$ cat src/rtl/sspfifo_port.sv
module sspfifo_port #(
  parameter int DATA_W   = 8,
  parameter int DEPTH    = 16,
  parameter int CLK_HALF = 2
) (
  input  logic              clk,
  input  logic              rst_n,
  input  logic              stream_en,
  input  logic              wr_en,
  input  logic [1:0]        wr_addr,
  input  logic [DATA_W-1:0] wr_data,
  input  logic              rd_en,
  input  logic [1:0]        rd_addr,
  output logic [DATA_W-1:0] rd_data,
  output logic              sclk,
  output logic              txd,
  output logic              txd_oe,
  input  logic              rxd,
  output logic [$clog2(DEPTH):0] tx_level,
  output logic [$clog2(DEPTH):0] rx_level,
  output logic              rx_irq
);
  localparam int AW = $clog2(DEPTH);
  localparam int LW = AW + 1;
  localparam int BW = $clog2(DATA_W);
  localparam int DW = $clog2(CLK_HALF) + 1;
  localparam logic [LW-1:0] FULL_CNT = LW'(DEPTH);
  localparam logic [LW-1:0] IRQ_CNT  = LW'(DEPTH / 2);
  localparam logic [BW-1:0] LAST_BIT = BW'(DATA_W - 1);
  localparam logic [DW-1:0] LAST_DIV = DW'(CLK_HALF - 1);
  localparam logic [1:0] A_DATA = 2'd0, A_STAT = 2'd1, A_CLR = 2'd2;

  logic [DATA_W-1:0] tx_mem [DEPTH];
  logic [DATA_W-1:0] rx_mem [DEPTH];
  logic [AW-1:0] tx_wp, tx_rp, rx_wp, rx_rp;
  logic [LW-1:0] tx_cnt, rx_cnt;
  logic          ovr, udr;

  logic              active, sclk_r, oe_r;
  logic [DW-1:0]     div_cnt;
  logic [BW-1:0]     bit_cnt;
  logic [DATA_W-1:0] tx_sh;
  logic [DATA_W-2:0] rx_sh;

  wire tick       = active && (div_cnt == LAST_DIV);
  wire rise       = tick && !sclk_r;
  wire fall       = tick && sclk_r;
  wire slot_start = rise && (bit_cnt == '0) && stream_en;
  wire stop       = rise && (bit_cnt == '0) && !stream_en;
  wire tx_has     = (tx_cnt != '0);
  wire tx_full    = (tx_cnt == FULL_CNT);
  wire rx_empty   = (rx_cnt == '0);

  wire tx_push = wr_en && (wr_addr == A_DATA) && !tx_full;
  wire tx_pop  = slot_start && tx_has;
  wire udr_set = slot_start && !tx_has;
  wire clr_hit = wr_en && (wr_addr == A_CLR);

  wire rx_pop      = rd_en && (rd_addr == A_DATA) && !rx_empty;
  wire rx_push_req = fall && (bit_cnt == LAST_BIT);
  wire rx_room     = (rx_cnt != FULL_CNT) || rx_pop;
  wire rx_push     = rx_push_req && rx_room;
  wire ovr_set     = rx_push_req && !rx_room;
  wire [DATA_W-1:0] rx_byte = {rx_sh, rxd};

  assign sclk     = sclk_r;
  assign txd      = tx_sh[DATA_W-1];
  assign txd_oe   = oe_r;
  assign tx_level = tx_cnt;
  assign rx_level = rx_cnt;
  assign rx_irq   = (rx_cnt >= IRQ_CNT);

  always_comb begin
    case (rd_addr)
      A_DATA:  rd_data = rx_empty ? '0 : rx_mem[rx_rp];
      A_STAT:  rd_data = {{(DATA_W-4){1'b0}}, tx_full, rx_empty, udr, ovr};
      default: rd_data = '0;
    endcase
  end

  always_ff @(posedge clk) begin
    if (tx_push) tx_mem[tx_wp] <= wr_data;
    if (rx_push) rx_mem[rx_wp] <= rx_byte;
  end

  always_ff @(posedge clk or negedge rst_n) begin
    if (!rst_n) begin
      tx_wp <= '0; tx_rp <= '0; tx_cnt <= '0;
      rx_wp <= '0; rx_rp <= '0; rx_cnt <= '0;
      ovr <= 1'b0; udr <= 1'b0;
    end else begin
      if (tx_push) tx_wp <= tx_wp + 1'b1;
      if (tx_pop)  tx_rp <= tx_rp + 1'b1;
      case ({tx_push, tx_pop})
        2'b10:   tx_cnt <= tx_cnt + 1'b1;
        2'b01:   tx_cnt <= tx_cnt - 1'b1;
        default: tx_cnt <= tx_cnt;
      endcase
      if (rx_push) rx_wp <= rx_wp + 1'b1;
      if (rx_pop)  rx_rp <= rx_rp + 1'b1;
      case ({rx_push, rx_pop})
        2'b10:   rx_cnt <= rx_cnt + 1'b1;
        2'b01:   rx_cnt <= rx_cnt - 1'b1;
        default: rx_cnt <= rx_cnt;
      endcase
      if (ovr_set)      ovr <= 1'b1;
      else if (clr_hit) ovr <= 1'b0;
      if (udr_set)      udr <= 1'b1;
      else if (tx_push) udr <= 1'b0;
    end
  end

  always_ff @(posedge clk or negedge rst_n) begin
    if (!rst_n) begin
      active <= 1'b0; sclk_r <= 1'b0; oe_r <= 1'b0;
      div_cnt <= '0; bit_cnt <= '0; tx_sh <= '0; rx_sh <= '0;
    end else begin
      if (!active) begin
        div_cnt <= '0;
        if (stream_en) active <= 1'b1;
      end else if (tick) begin
        div_cnt <= '0;
        if (stop) begin
          active <= 1'b0;
          oe_r   <= 1'b0;
        end else begin
          sclk_r <= ~sclk_r;
        end
      end else begin
        div_cnt <= div_cnt + 1'b1;
      end
      if (slot_start) begin
        oe_r  <= tx_has;
        tx_sh <= tx_has ? tx_mem[tx_rp] : '0;
      end else if (rise && bit_cnt != '0) begin
        tx_sh <= {tx_sh[DATA_W-2:0], 1'b0};
      end
      if (fall) begin
        rx_sh   <= rx_byte[DATA_W-2:0];
        bit_cnt <= (bit_cnt == LAST_BIT) ? '0 : bit_cnt + 1'b1;
      end
    end
  end

  AST_LEVEL_BOUND: assert property (@(posedge clk) disable iff (!rst_n)
    tx_cnt <= FULL_CNT && rx_cnt <= FULL_CNT);
  AST_TXD_ON_RISE: assert property (@(posedge clk) disable iff (!rst_n)
    !$stable(txd) |-> $rose(sclk));
  AST_OE_EDGES: assert property (@(posedge clk) disable iff (!rst_n)
    !$stable(txd_oe) |-> ($rose(sclk) || $past(stop)));
  AST_CLK_NO_GAP: assert property (@(posedge clk) disable iff (!rst_n)
    active && !stop |=> active);
  AST_STOP_LOW: assert property (@(posedge clk) disable iff (!rst_n)
    $fell(active) |-> (!sclk && bit_cnt == '0));
  AST_UDR_CLEAR: assert property (@(posedge clk) disable iff (!rst_n)
    udr && tx_push && !udr_set |=> !udr && tx_cnt != '0);
  AST_OVR_DROP: assert property (@(posedge clk) disable iff (!rst_n)
    rx_push_req && rx_cnt == FULL_CNT && !rx_pop |=> ovr && rx_cnt == FULL_CNT);
  AST_OVR_STICKY: assert property (@(posedge clk) disable iff (!rst_n)
    ovr && !clr_hit |=> ovr);
  AST_FULL_SWAP: assert property (@(posedge clk) disable iff (!rst_n)
    rx_push_req && rx_pop && rx_cnt == FULL_CNT |=> rx_cnt == FULL_CNT);
endmodule

$ cat config.mk
export PLATFORM = sky130hd
export DESIGN_NAME = sspfifo_port
export DESIGN_NICKNAME = d
export VERILOG_FILES = /design/src/rtl/sspfifo_port.sv
export SDC_FILE = /design/constraint.sdc
export NUM_CORES = 1
export LEC_CHECK = 0
export ABC_AREA = 1
export BUFFER_PORTS_ARGS = -buffer_cell sky130_fd_sc_hd__clkbuf_2
export CORE_UTILIZATION = 56
export DETAILED_ROUTE_END_ITERATION = 16
export GPL_ROUTABILITY_DRIVEN = 0
export GPL_TIMING_DRIVEN = 0
export PLACE_DENSITY = 0.75
export SYNTH_ARGS = -nofsm -noshare
export SYNTH_HDL_FRONTEND = slang
export SYNTH_SLANG_ARGS = --single-unit
$ cat constraint.sdc
create_clock -name clk -period 3.1 [get_ports clk]
set_input_delay 0.465 -clock clk [delete_from_list [all_inputs] [get_ports clk]]
set_output_delay 0.465 -clock clk [all_outputs]
set_load 0.01 [all_outputs]
==> results_tabular.tex, run 1 <==
\begin{tabular}{lr}
\hline
Metric & Value \\
\hline
\multicolumn{2}{l}{\textbf{GRT}} \\
Total congestion overflow after global routing & 0 \\
Initial antenna violation count & 0 \\
GRT Resource Usage Total & 26.34\% \\
Largest net degree at the start of global routing & 52 \\
Number of global-route vias before repair & between 8000 and 9000 \\
First-pass GRT wire length & around 48000 microns \\
\multicolumn{2}{l}{\textbf{Clock tree}} \\
Hold Buf Count CTS & 0 \\
Cell at the root of the clock tree & sky130\_fd\_sc\_hd\_\_clkbuf\_16 \\
Number of buffers created by CTS & 31 \\
Register clock-pin slew on the reported worst setup and hold paths & approximately 0.06 ns \\
Clock tree from TritonCTS & built \\
Clock Latency Late Sink & about 0.56 ns \\
Count of H-tree levels built during CTS & 1 \\
Clock Sink Count & a little over 300 \\
Maximum clock path buffer count & 3 \\
\multicolumn{2}{l}{\textbf{STA}} \\
Tcrit/Tclk final & 98.04\% \\
Final setup fails & 0 \\
Tightest slew margin relative to the limit & 44.20\% \\
Final Hold Violating Endpoints & 28 \\
Setup Skew & 0.01174 ns \\
Post-route setup slack & $\sim$0.06 ns \\
Sum of negative setup slack & 0 ns \\
Worst hold slack after final layout & -0.03463 ns \\
Minimum clock period & 3.039 ns \\
RSZ-0062 raised after global routing & false \\
Max-slew violation count & 0 \\
Least-Margin Pin Slew & 0.8340 ns \\
Max Clk Rate & $\sim$330 MHz \\
\multicolumn{2}{l}{\textbf{Yosys}} \\
Area fraction of the dominant cell type after synthesis & 57.51\% \\
Mean cell area of the mapped netlist & 10.80 sq um \\
Dominant cells by area after synthesis & sky130\_fd\_sc\_hd\_\_edfxtp\_1 (58\%), sky130\_fd\_sc\_hd\_\_dfrtp\_1 (9.5\%), sky130\_fd\_sc\_hd\_\_nand2\_1 (7.4\%), sky130\_fd\_sc\_hd\_\_nand3\_1 (4.4\%), sky130\_fd\_sc\_hd\_\_nor2\_1 (3.8\%) \\
Sequential-to-total area share from yosys stat & about 67\% \\
Gate count after technology mapping & around 1200 \\
Most area-hungry cell type in the Yosys netlist & sky130\_fd\_sc\_hd\_\_edfxtp\_1 \\
Number of enable-type register cells in the synthesized netlist & approximately 260 \\
Count of state elements after synthesis & about 300 \\
Share of async-settable or async-resettable flops after synthesis & 16.61\% \\
Number of distinct library cell variants in the gate-level netlist after synthesis & 39 \\
Syn. warnings & 0 \\
Post-synth net total & between 1000 and 1500 \\
Top FF cell, synth & sky130\_fd\_sc\_hd\_\_edfxtp\_1 \\
Synthesized cell area & 13370 sq um \\
\multicolumn{2}{l}{\textbf{Cells and area}} \\
Post-layout net count & 1352 \\
Share of the core filled with cells in the final layout & 63.91\% \\
Final cell area excluding filler cells & around 15000 sq um \\
Finished Layout Cells & roughly 1700 \\
Area growth, synth to finish & 12.22\% \\
Ratio of cells with drive above 1 in the final layout & 11.75\% \\
Number of antenna repair diodes & 0 \\
\multicolumn{2}{l}{\textbf{Worst setup path}} \\
Cell mode on critical path & sky130\_fd\_sc\_hd\_\_nand2\_1 \\
Required @ worst endpoint & between 2 and 3 ns \\
Biggest fanout along the worst timing path & 10 \\
Max stage delay cell, worst path & sky130\_fd\_sc\_hd\_\_buf\_1 \\
Endpoint kind of the worst setup timing path & primary output \\
Startpoint types & register \\
Cell-by-cell listing of the critical path & buf\_4 > buf\_1 > o21ai\_0 > o211ai\_1 > nand3\_1 > nand2\_1 > nand2\_1 > nand2\_1 > clkbuf\_2 \\
Worst path max stage delay & 0.52 ns \\
Arrival time of data at the critical path endpoint & 2.57 ns \\
Critical path class & register to primary output \\
\multicolumn{2}{l}{\textbf{Placement}} \\
Post-Place Worst Slack & between 0.2 and 0.25 ns \\
Post-DP HPWL & between 20000 and 25000 microns \\
Placed Instances & 1596 \\
Post-detailed-placement cell area & 13960 sq um \\
Count of input and output buffers & 39 \\
\multicolumn{2}{l}{\textbf{Route}} \\
First-pass detailed-route iteration total & 5 \\
Detail Route Antenna Nets & 0 \\
WL met1 & 12760 microns \\
Via Count & between 9000 and 10000 \\
Average wire per cell in the routed design & around 19 microns \\
Routed via count divided by cell count & roughly 5.5 \\
Initial detailed-routing violation count & slightly above 800 \\
Detail Route met2 WL & roughly 15000 microns \\
Top routing layer used & met4 \\
Routed wire length & approximately 31000 microns \\
Count of unresolved DRC violations after routing & 0 \\
Met3 layer wire length in the routed design & between 2000 and 2500 microns \\
\multicolumn{2}{l}{\textbf{Power}} \\
Sum of internal, switching and leakage power & $\sim$14 mW \\
Power share of the combinational group & between 30\% and 40\% \\
Switching share of total power & between 30\% and 40\% \\
Part of the total power dissipated in the clock network & approximately a quarter \\
Psw & about 5.2 mW \\
Power Internal & between 8 and 9 mW \\
Leakage power of the design & 6.186 nW \\
Ratio of total power to cell area & about 910 nW/um\^{}2 \\
Peak supply drop & 0.0006226 V \\
Part of the power in registers & between 30 and 40\% \\
\multicolumn{2}{l}{\textbf{Run status}} \\
Result of the run & complete, but fails checks \\
Violated checks & negative hold slack \\
\multicolumn{2}{l}{\textbf{Die}} \\
FP Rows & 56 \\
Die boundary height & 156.5 microns \\
Top-level port count & 40 \\
Core outline area & approximately 23000 sq um \\
Horizontal die dimension & roughly 160 microns \\
Starting density of the core & 56.95\% \\
Die area & about 24000 sq um \\
\multicolumn{2}{l}{\textbf{Worst hold path}} \\
Worst min-delay path class & input pin to asynchronous set/reset pin \\
\multicolumn{2}{l}{\textbf{Run}} \\
Max-capacitance violation count & 0 \\
\hline
\end{tabular}
==> synthesized netlist by cell type (5+ instances only) <==
| cell type | instances |
|---|---|
| sky130_fd_sc_hd__nand3_1 | 118 |
| sky130_fd_sc_hd__nand4_1 | 5 |
| sky130_fd_sc_hd__o22ai_1 | 8 |
| sky130_fd_sc_hd__nand2_2 | 10 |
| sky130_fd_sc_hd__dfrtp_1 | 51 |
| sky130_fd_sc_hd__edfxtp_1 | 256 |
| sky130_fd_sc_hd__xor2_1 | 17 |
| sky130_fd_sc_hd__nand2_1 | 265 |
| sky130_fd_sc_hd__clkbuf_1 | 12 |
| sky130_fd_sc_hd__nor2_1 | 137 |
| sky130_fd_sc_hd__buf_4 | 6 |
| sky130_fd_sc_hd__a21oi_1 | 23 |
| sky130_fd_sc_hd__inv_2 | 6 |
| sky130_fd_sc_hd__o21ai_0 | 82 |
| sky130_fd_sc_hd__inv_1 | 132 |
| sky130_fd_sc_hd__o211ai_1 | 23 |
| sky130_fd_sc_hd__buf_2 | 29 |
| sky130_fd_sc_hd__ha_1 | 20 |
==> routing by layer <==
metal / vias to the layer above / global-route usage (%)
met4: 0 / 10.36
met1: 4378 / 34.86
met5: - / 0
li1: 4316 / -
met3: 89 / 3.102
met2: 384 / 44.64
==> cell families (layout without fill, tap and decap cells) <==
| group | after synthesis | count (layout) | share of synthesized area, % |
|---|---|---|---|
| DFF | 307 | 307 | 67.05 |
| and+or+nand+nor | 546 | 546 | 17.18 |
| xor gates and xnor gates | 20 | 20 | 1.310 |
| AOI/OAI and AO/OA | 150 | 150 | 6.440 |
| buffers and inverters | 194 | 292 | 6.000 |
| adders and majority gates | 21 | 21 | 2.022 |
==> sequential cells by signal, summed over array words and instances, names as in the netlist, 2 cells and up <==
| register | flops |
|---|---|
| tx_rp | 4 |
| tx_level | 5 |
| rx_sh | 7 |
| tx_sh | 8 |
| rx_mem | 128 |
| div_cnt | 2 |
| rx_rp | 4 |
| rx_level | 5 |
| rx_wp | 4 |
| bit_cnt | 3 |
| tx_wp | 4 |
| tx_mem | 128 |
==> cells in the final DEF (no fill, tap or decap), types with 2 or more instances in the layout <==
| cell type | instances |
|---|---|
| sky130_fd_sc_hd__nor2_1 | 137 |
| sky130_fd_sc_hd__nand3_2 | 3 |
| sky130_fd_sc_hd__dfrtp_1 | 51 |
| sky130_fd_sc_hd__buf_4 | 8 |
| sky130_fd_sc_hd__edfxtp_1 | 256 |
| sky130_fd_sc_hd__clkbuf_8 | 3 |
| sky130_fd_sc_hd__a21oi_1 | 23 |
| sky130_fd_sc_hd__inv_1 | 132 |
| sky130_fd_sc_hd__a21oi_2 | 3 |
| sky130_fd_sc_hd__o22ai_1 | 8 |
| sky130_fd_sc_hd__clkinv_2 | 5 |
| sky130_fd_sc_hd__ha_1 | 19 |
| sky130_fd_sc_hd__nor3_1 | 2 |
| sky130_fd_sc_hd__buf_2 | 31 |
| sky130_fd_sc_hd__clkbuf_2 | 42 |
| sky130_fd_sc_hd__clkbuf_1 | 14 |
| sky130_fd_sc_hd__clkinv_1 | 9 |
| sky130_fd_sc_hd__xor2_1 | 17 |
| sky130_fd_sc_hd__xnor2_1 | 3 |
| sky130_fd_sc_hd__a31oi_1 | 2 |
| sky130_fd_sc_hd__buf_1 | 3 |
| sky130_fd_sc_hd__nand4_1 | 5 |
| sky130_fd_sc_hd__buf_6 | 2 |
| sky130_fd_sc_hd__inv_2 | 6 |
| sky130_fd_sc_hd__nor2_4 | 2 |
| sky130_fd_sc_hd__nand2_2 | 10 |
| sky130_fd_sc_hd__o211ai_1 | 23 |
| sky130_fd_sc_hd__nand2_1 | 265 |
| sky130_fd_sc_hd__clkbuf_16 | 34 |
| sky130_fd_sc_hd__o21bai_1 | 3 |
| sky130_fd_sc_hd__nand3_1 | 118 |
| sky130_fd_sc_hd__o21ai_0 | 82 |
==> power groups by stage <==
stage	Clock, mW	Sequential [mW]	Combinational (mW)
2_1_floorplan	0	5.38	3.05
3_3_place_gp	0	5.49	4.44
3_5_place_dp	0	5.52	4.53
4_1_cts	3.61	5.44	4.58
5_1_grt	3.76	5.49	5.16
6_report	3.58	5.44	4.65
==> critical path: cells and delay by family (launching register included) <==
kind | cells | cell delay (ns)
flops | 1 | 0.35
compound gates | 2 | 0.37
buf+inv | 3 | 0.82
simple gates | 4 | 0.47
==> layout make-up <==
cell class | count | area (sq um)
tap | 319 | 399.1
multi-input combinational | 737 | 3615
sequential | 307 | 8964
inverter | 142 | 533.0
timing repair buffer | 42 | 237.7
buffer | 52 | 275.3
fill | 1796 | 8471
clock buffer | 44 | 918.4
clock inverter | 12 | 60.06
==> final timing paths <==
check                      slack (ns)  cells after the start                    from                      end
hold reg to reg                  0.47                      1    div_cnt[0]$_DFF_PN0_     div_cnt[0]$_DFF_PN0_
setup / recovery                 0.06                      9    rx_rp[0]$_DFFE_PN0P_               rd_data[1]
hold / removal                  -0.03                      1                   rst_n     rx_rp[2]$_DFFE_PN0P_
min in group clk                 0.21                      2               stream_en         active$_DFF_PN0_
max in group asynchronous        2.55                      2                   rst_n     rx_wp[3]$_DFFE_PN0P_
setup reg to reg                 0.32                     20  bit_cnt[0]$_DFFE_PN0P_  tx_level[4]$_DFFE_PN0P_
==> timing repair <==
item / CTS / global route
hold endpoints to repair: 0 / 0
pin swaps: 0 / 2
resized for setup: 1 / 11
setup buffers: 0 / 2
setup endpoints to repair: 1 / 7
Note: power is estimated with default switching activity, not from simulation.
==> inputs of run 2 (changes only) <==
- ABC_AREA: 1 -> not set
==> run 2 against run 1 <==
Against the previous run:
- the run ends with design-rule violations left
- clock power up 5%
- first-iteration DRC count down 22%
- die area down 5.3%
- worst setup slack better by 0.027 ns
- routed wire length down 19%
- maximum frequency up 0.88%
- cell area down 3.9%
- critical path type unchanged
- largest cell class unchanged
==> results_tabular.tex, run 2 <==
\begin{tabular}{lr}
\hline
Metric & Value \\
\hline
\multicolumn{2}{l}{\textbf{Run status}} \\
Result of the run & complete, but fails checks (unchanged) \\
Violated checks & design-rule violations (was negative hold slack) \\
\multicolumn{2}{l}{\textbf{Power}} \\
Peak supply drop & 0.0005172 V (was 0.0006226 V) \\
Sum of internal, switching and leakage power & 12.28 mW (was 13.67 mW) \\
Ratio of total power to cell area & 851.6 nW/um\^{}2 (was 911.5 nW/um\^{}2) \\
Leakage power of the design & 5.062 nW (was 6.186 nW) \\
\multicolumn{2}{l}{\textbf{STA}} \\
Setup Skew & 0.03056 ns (was 0.01174 ns) \\
Least-Margin Pin Slew & 1.123 ns (was 0.8340 ns) \\
Sum of negative setup slack & 0 ns (unchanged) \\
Final Hold Violating Endpoints & 0 (was 28) \\
Tcrit/Tclk final & 97.18\% (was 98.04\%) \\
Max-slew violation count & 0 (unchanged) \\
Final setup fails & 0 (unchanged) \\
Minimum clock period & 3.013 ns (was 3.039 ns) \\
Tightest slew margin relative to the limit & 24.84\% (was 44.20\%) \\
Max Clk Rate & 332.0 MHz (was 329.0 MHz) \\
\multicolumn{2}{l}{\textbf{Cells and area}} \\
Layout fillers & 1420 (was 1796) \\
Final cell area excluding filler cells & 14420 sq um (was 15000 sq um) \\
Finished Layout Cells & 1090 (was 1655) \\
Biggest regs & rx\_mem (128), tx\_mem (128), tx\_sh (8) (unchanged) \\
Ratio of cells with drive above 1 in the final layout & 26.42\% (was 11.75\%) \\
Post-layout net count & 825 (was 1352) \\
Number of antenna repair diodes & 0 (unchanged) \\
Most used cells in the layout excluding fill and tap cells & sky130\_fd\_sc\_hd\_\_edfxtp\_1 (256), sky130\_fd\_sc\_hd\_\_mux4\_2 (65), sky130\_fd\_sc\_hd\_\_nand2\_1 (57) (was sky130\_fd\_sc\_hd\_\_nand2\_1 (265), sky130\_fd\_sc\_hd\_\_edfxtp\_1 (256), sky130\_fd\_sc\_hd\_\_nor2\_1 (137)) \\
Leading cell type in the layout, fill and taps excluded & sky130\_fd\_sc\_hd\_\_edfxtp\_1 (was sky130\_fd\_sc\_hd\_\_nand2\_1) \\
Area growth, synth to finish & 13.96\% (was 12.22\%) \\
\multicolumn{2}{l}{\textbf{Worst setup path}} \\
Required @ worst endpoint & 2.63 ns (about the same) \\
Startpoint types & register (unchanged) \\
Arrival time of data at the critical path endpoint & 2.55 ns (was 2.57 ns) \\
Depth of the worst register-to-register path & 12 (was 20) \\
Biggest fanout along the worst timing path & 10 (unchanged) \\
Register-to-register setup slack & 0.23 ns (was 0.32 ns) \\
Endpoint of the lowest-slack register-to-register path & tx\_level[4]\$\_DFFE\_PN0P\_ (unchanged) \\
Launching point of the worst reg2reg path & tx\_level[1]\$\_DFFE\_PN0P\_ (was bit\_cnt[0]\$\_DFFE\_PN0P\_) \\
Critical path class & register to primary output (unchanged) \\
Endpoint kind of the worst setup timing path & primary output (unchanged) \\
\multicolumn{2}{l}{\textbf{Route}} \\
Detail Route Antenna Nets & 0 (unchanged) \\
Initial detailed-routing violation count & 640 (was 819) \\
Routed wire length & 25150 microns (was 31230 microns) \\
First-pass detailed-route iteration total & 11 (was 5) \\
Average wire per cell in the routed design & 23.08 microns (was 18.87 microns) \\
Routed via count divided by cell count & 6.076 (was 5.539) \\
Count of unresolved DRC violations after routing & 5 (was 0) \\
Via Count & 6623 (was 9167) \\
\multicolumn{2}{l}{\textbf{GRT}} \\
Largest net degree at the start of global routing & 52 (unchanged) \\
GRT Resource Usage Total & 22.48\% (was 26.34\%) \\
First-pass GRT wire length & 39140 microns (was 48240 microns) \\
Number of global-route vias before repair & 6825 (was 8860) \\
Initial antenna violation count & 0 (unchanged) \\
Total congestion overflow after global routing & 0 (unchanged) \\
\multicolumn{2}{l}{\textbf{Yosys}} \\
Mean cell area of the mapped netlist & 17.82 sq um (was 10.80 sq um) \\
Most area-hungry cell type in the Yosys netlist & sky130\_fd\_sc\_hd\_\_edfxtp\_1 (unchanged) \\
Number of enable-type register cells in the synthesized netlist & 256 (unchanged) \\
Count of state elements after synthesis & 307 (unchanged) \\
Share of async-settable or async-resettable flops after synthesis & 16.61\% (unchanged) \\
Sequential-to-total area share from yosys stat & 70.84\% (was 67.05\%) \\
Largest family of logic cells by synthesized area & multiplexers (was simple AND/OR/NAND/NOR gates) \\
Synthesized cell area & 12650 sq um (was 13370 sq um) \\
Simple-gate portion of the synthesized area & 5.963\% (was 17.18\%) \\
Number of distinct library cell variants in the gate-level netlist after synthesis & 56 (was 39) \\
Gate count after technology mapping & 710 (was 1238) \\
Synth cell count leaders & sky130\_fd\_sc\_hd\_\_edfxtp\_1 (256), sky130\_fd\_sc\_hd\_\_mux4\_2 (65), sky130\_fd\_sc\_hd\_\_nand2\_1 (57) (was sky130\_fd\_sc\_hd\_\_nand2\_1 (265), sky130\_fd\_sc\_hd\_\_edfxtp\_1 (256), sky130\_fd\_sc\_hd\_\_nor2\_1 (137)) \\
Complex-gate fraction of the synthesized area & 3.392\% (was 6.440\%) \\
Post-synth net total & 749 (was 1277) \\
Area fraction of the dominant cell type after synthesis & 60.75\% (was 57.51\%) \\
Dominant cells by area after synthesis & sky130\_fd\_sc\_hd\_\_edfxtp\_1 (61\%), sky130\_fd\_sc\_hd\_\_mux4\_2 (12\%), sky130\_fd\_sc\_hd\_\_dfrtp\_1 (10\%), sky130\_fd\_sc\_hd\_\_ha\_1 (2.0\%), sky130\_fd\_sc\_hd\_\_mux2i\_1 (1.8\%) (was sky130\_fd\_sc\_hd\_\_edfxtp\_1 (58\%), sky130\_fd\_sc\_hd\_\_dfrtp\_1 (9.5\%), sky130\_fd\_sc\_hd\_\_nand2\_1 (7.4\%), sky130\_fd\_sc\_hd\_\_nand3\_1 (4.4\%), sky130\_fd\_sc\_hd\_\_nor2\_1 (3.8\%)) \\
Syn. warnings & 0 (unchanged) \\
Top-count cell post-synth & sky130\_fd\_sc\_hd\_\_edfxtp\_1 (was sky130\_fd\_sc\_hd\_\_nand2\_1) \\
Mux share of post-synthesis cell area & 14.28\% (was 0\%) \\
Top FF cell, synth & sky130\_fd\_sc\_hd\_\_edfxtp\_1 (unchanged) \\
Share of the synthesized netlist area taken by xor and xnor gates & 1.523\% (was 1.310\%) \\
Adder and majority cell fraction of the synthesized area & 2.136\% (was 2.022\%) \\
\multicolumn{2}{l}{\textbf{Worst hold path}} \\
Hold Path Sink & active\$\_DFF\_PN0\_ \\
Critical hold path startpoint & stream\_en \\
Worst min-delay path class & input pin to register (was input pin to asynchronous set/reset pin) \\
Cell depth of the worst min-delay path & 2 \\
\multicolumn{2}{l}{\textbf{Clock tree}} \\
Register clock-pin slew on the reported worst setup and hold paths & 0.06 ns (about the same) \\
Cell at the root of the clock tree & sky130\_fd\_sc\_hd\_\_clkbuf\_16 (unchanged) \\
Count of H-tree levels built during CTS & 1 (unchanged) \\
Number of buffers created by CTS & 31 (unchanged) \\
Clock Latency Late Sink & 0.57 ns (was 0.56 ns) \\
Clock tree from TritonCTS & built (unchanged) \\
Clock Sink Count & 307 (unchanged) \\
Maximum clock path buffer count & 3 (unchanged) \\
\multicolumn{2}{l}{\textbf{Die}} \\
Core outline area & 21960 sq um (was 23470 sq um) \\
Die area & 23200 sq um (was 24490 sq um) \\
Starting density of the core & 57.62\% (was 56.95\%) \\
Die boundary height & 152.3 microns (was 156.5 microns) \\
FP Rows & 54 (was 56) \\
Horizontal die dimension & 152.3 microns (was 156.5 microns) \\
Top-level port count & 40 (unchanged) \\
\multicolumn{2}{l}{\textbf{Placement}} \\
Placed Instances & 1029 (was 1596) \\
Post-DP HPWL & 16170 microns (was 20030 microns) \\
Count of input and output buffers & 39 (unchanged) \\
Post-detailed-placement cell area & 13210 sq um (was 13960 sq um) \\
\multicolumn{2}{l}{\textbf{Run}} \\
Max-capacitance violation count & 0 (unchanged) \\
\hline
\end{tabular}
[run 2: cell count changes after synthesis, sizes merged, moves of 10 or more]
cell    before  now
nand2      276   58
inv        138   16
nand3      121    5
nor2       139   29
mux4         0   65
o21ai       83   18
mux2i        0   23
o211ai      24    2
buf         40   21
a21oi       26    9
xnor2        3   14
and2         0   10
mux2         0   10
[run 2: routing by layer]
| layer | share of wire (%) | global-route usage, % | up-vias |
|---|---|---|---|
| li1 | - | - | 2923 |
| met3 | 6.6 | 3.271 | 33 |
| met1 | 42 | 31.77 | 3423 |
| met5 | 0 | 0 | - |
| met4 | 1.7 | 5.831 | 0 |
| met2 | 50 | 37.22 | 244 |
[run 2: worst max path at each step]
| stage | to | cells past startpoint | start | slack (ns) |
|---|---|---|---|---|
| after floorplan | tx_level[4]$_DFFE_PN0P_ | 13 | tx_level[1]$_DFFE_PN0P_ | 0.24 |
| after global placement | tx_mem[3][5]$_DFFE_PP_ | 7 | tx_level[2]$_DFFE_PN0P_ | -0.19 |
| after detailed placement | rx_mem[10][2]$_DFFE_PP_ | 7 | rd_addr[1] | -0.19 |
| after CTS | rd_data[0] | 7 | rx_rp[0]$_DFFE_PN0P_ | 0.005 |
| after global routing | rd_data[0] | 7 | rx_rp[0]$_DFFE_PN0P_ | -0.008 |
| final | rd_data[2] | 7 | rx_rp[0]$_DFFE_PN0P_ | 0.09 |
[run 2: kinds of logic after synthesis]
kind of cell               after synthesis
DFF                                    307
and+or+nand+nor                        145
muxes                                   98
AOI/OAI and AO/OA                       65
buffers and inverters                   52
xor gates and xnor gates                22
adders and majority gates               21
[run 2: layout make-up]
cell class	instances	area, sq um	share of cell area [%]
Inverter	16	60.06	0.4165
Clock buffer	41	873.3	6.056
Sequential cell	307	8966	62.18
Multi-Input combinational cell	351	3513	24.36
Buffer	32	216.5	1.501
Clock inverter	16	170.2	1.180
Timing Repair Buffer	47	270.3	1.874
Tap cell	280	350.3	2.429
[run 2: per-stage QoR]
step | utilization [%] | hold WS, ns | worst slack (ns)
after floorplan | - | 0.1694 | 0.2363
after global placement | 60.11 | 0.4682 | -0.1889
after detailed placement | 60.18 | 0.4775 | -0.1895
after CTS | 65.08 | 0.1522 | 0.004540
after global routing | 65.67 | 0.1675 | -0.008188
final | 65.67 | 0.1683 | 0.08749
[run 2: where the power goes]
| part | switching (mW) | total [mW] | internal [mW] |
|---|---|---|---|
| sequential | 0.473 | 5.44 | 4.97 |
| clock | 1.54 | 3.77 | 2.23 |
| combinational | 1.58 | 3.07 | 1.49 |
[run 2: timing repair]
action / CTS / global route
endpoints found under the setup margin: 17 / 19
hold buffers: 0 / 1
setup buffers: 0 / 4
hold endpoints to repair: 0 / 10
gates resized for setup: 13 / 13
[run 2: critical path, stage by stage (launching register included)]
cell and delay, ns:
sky130_fd_sc_hd__dfrtp_1 0.38, sky130_fd_sc_hd__buf_6 0.17, sky130_fd_sc_hd__buf_12 0.17, sky130_fd_sc_hd__mux4_2 0.51
sky130_fd_sc_hd__mux2_2 0.27, sky130_fd_sc_hd__o21ai_0 0.23, sky130_fd_sc_hd__o22ai_1 0.12, sky130_fd_sc_hd__clkbuf_2 0.14
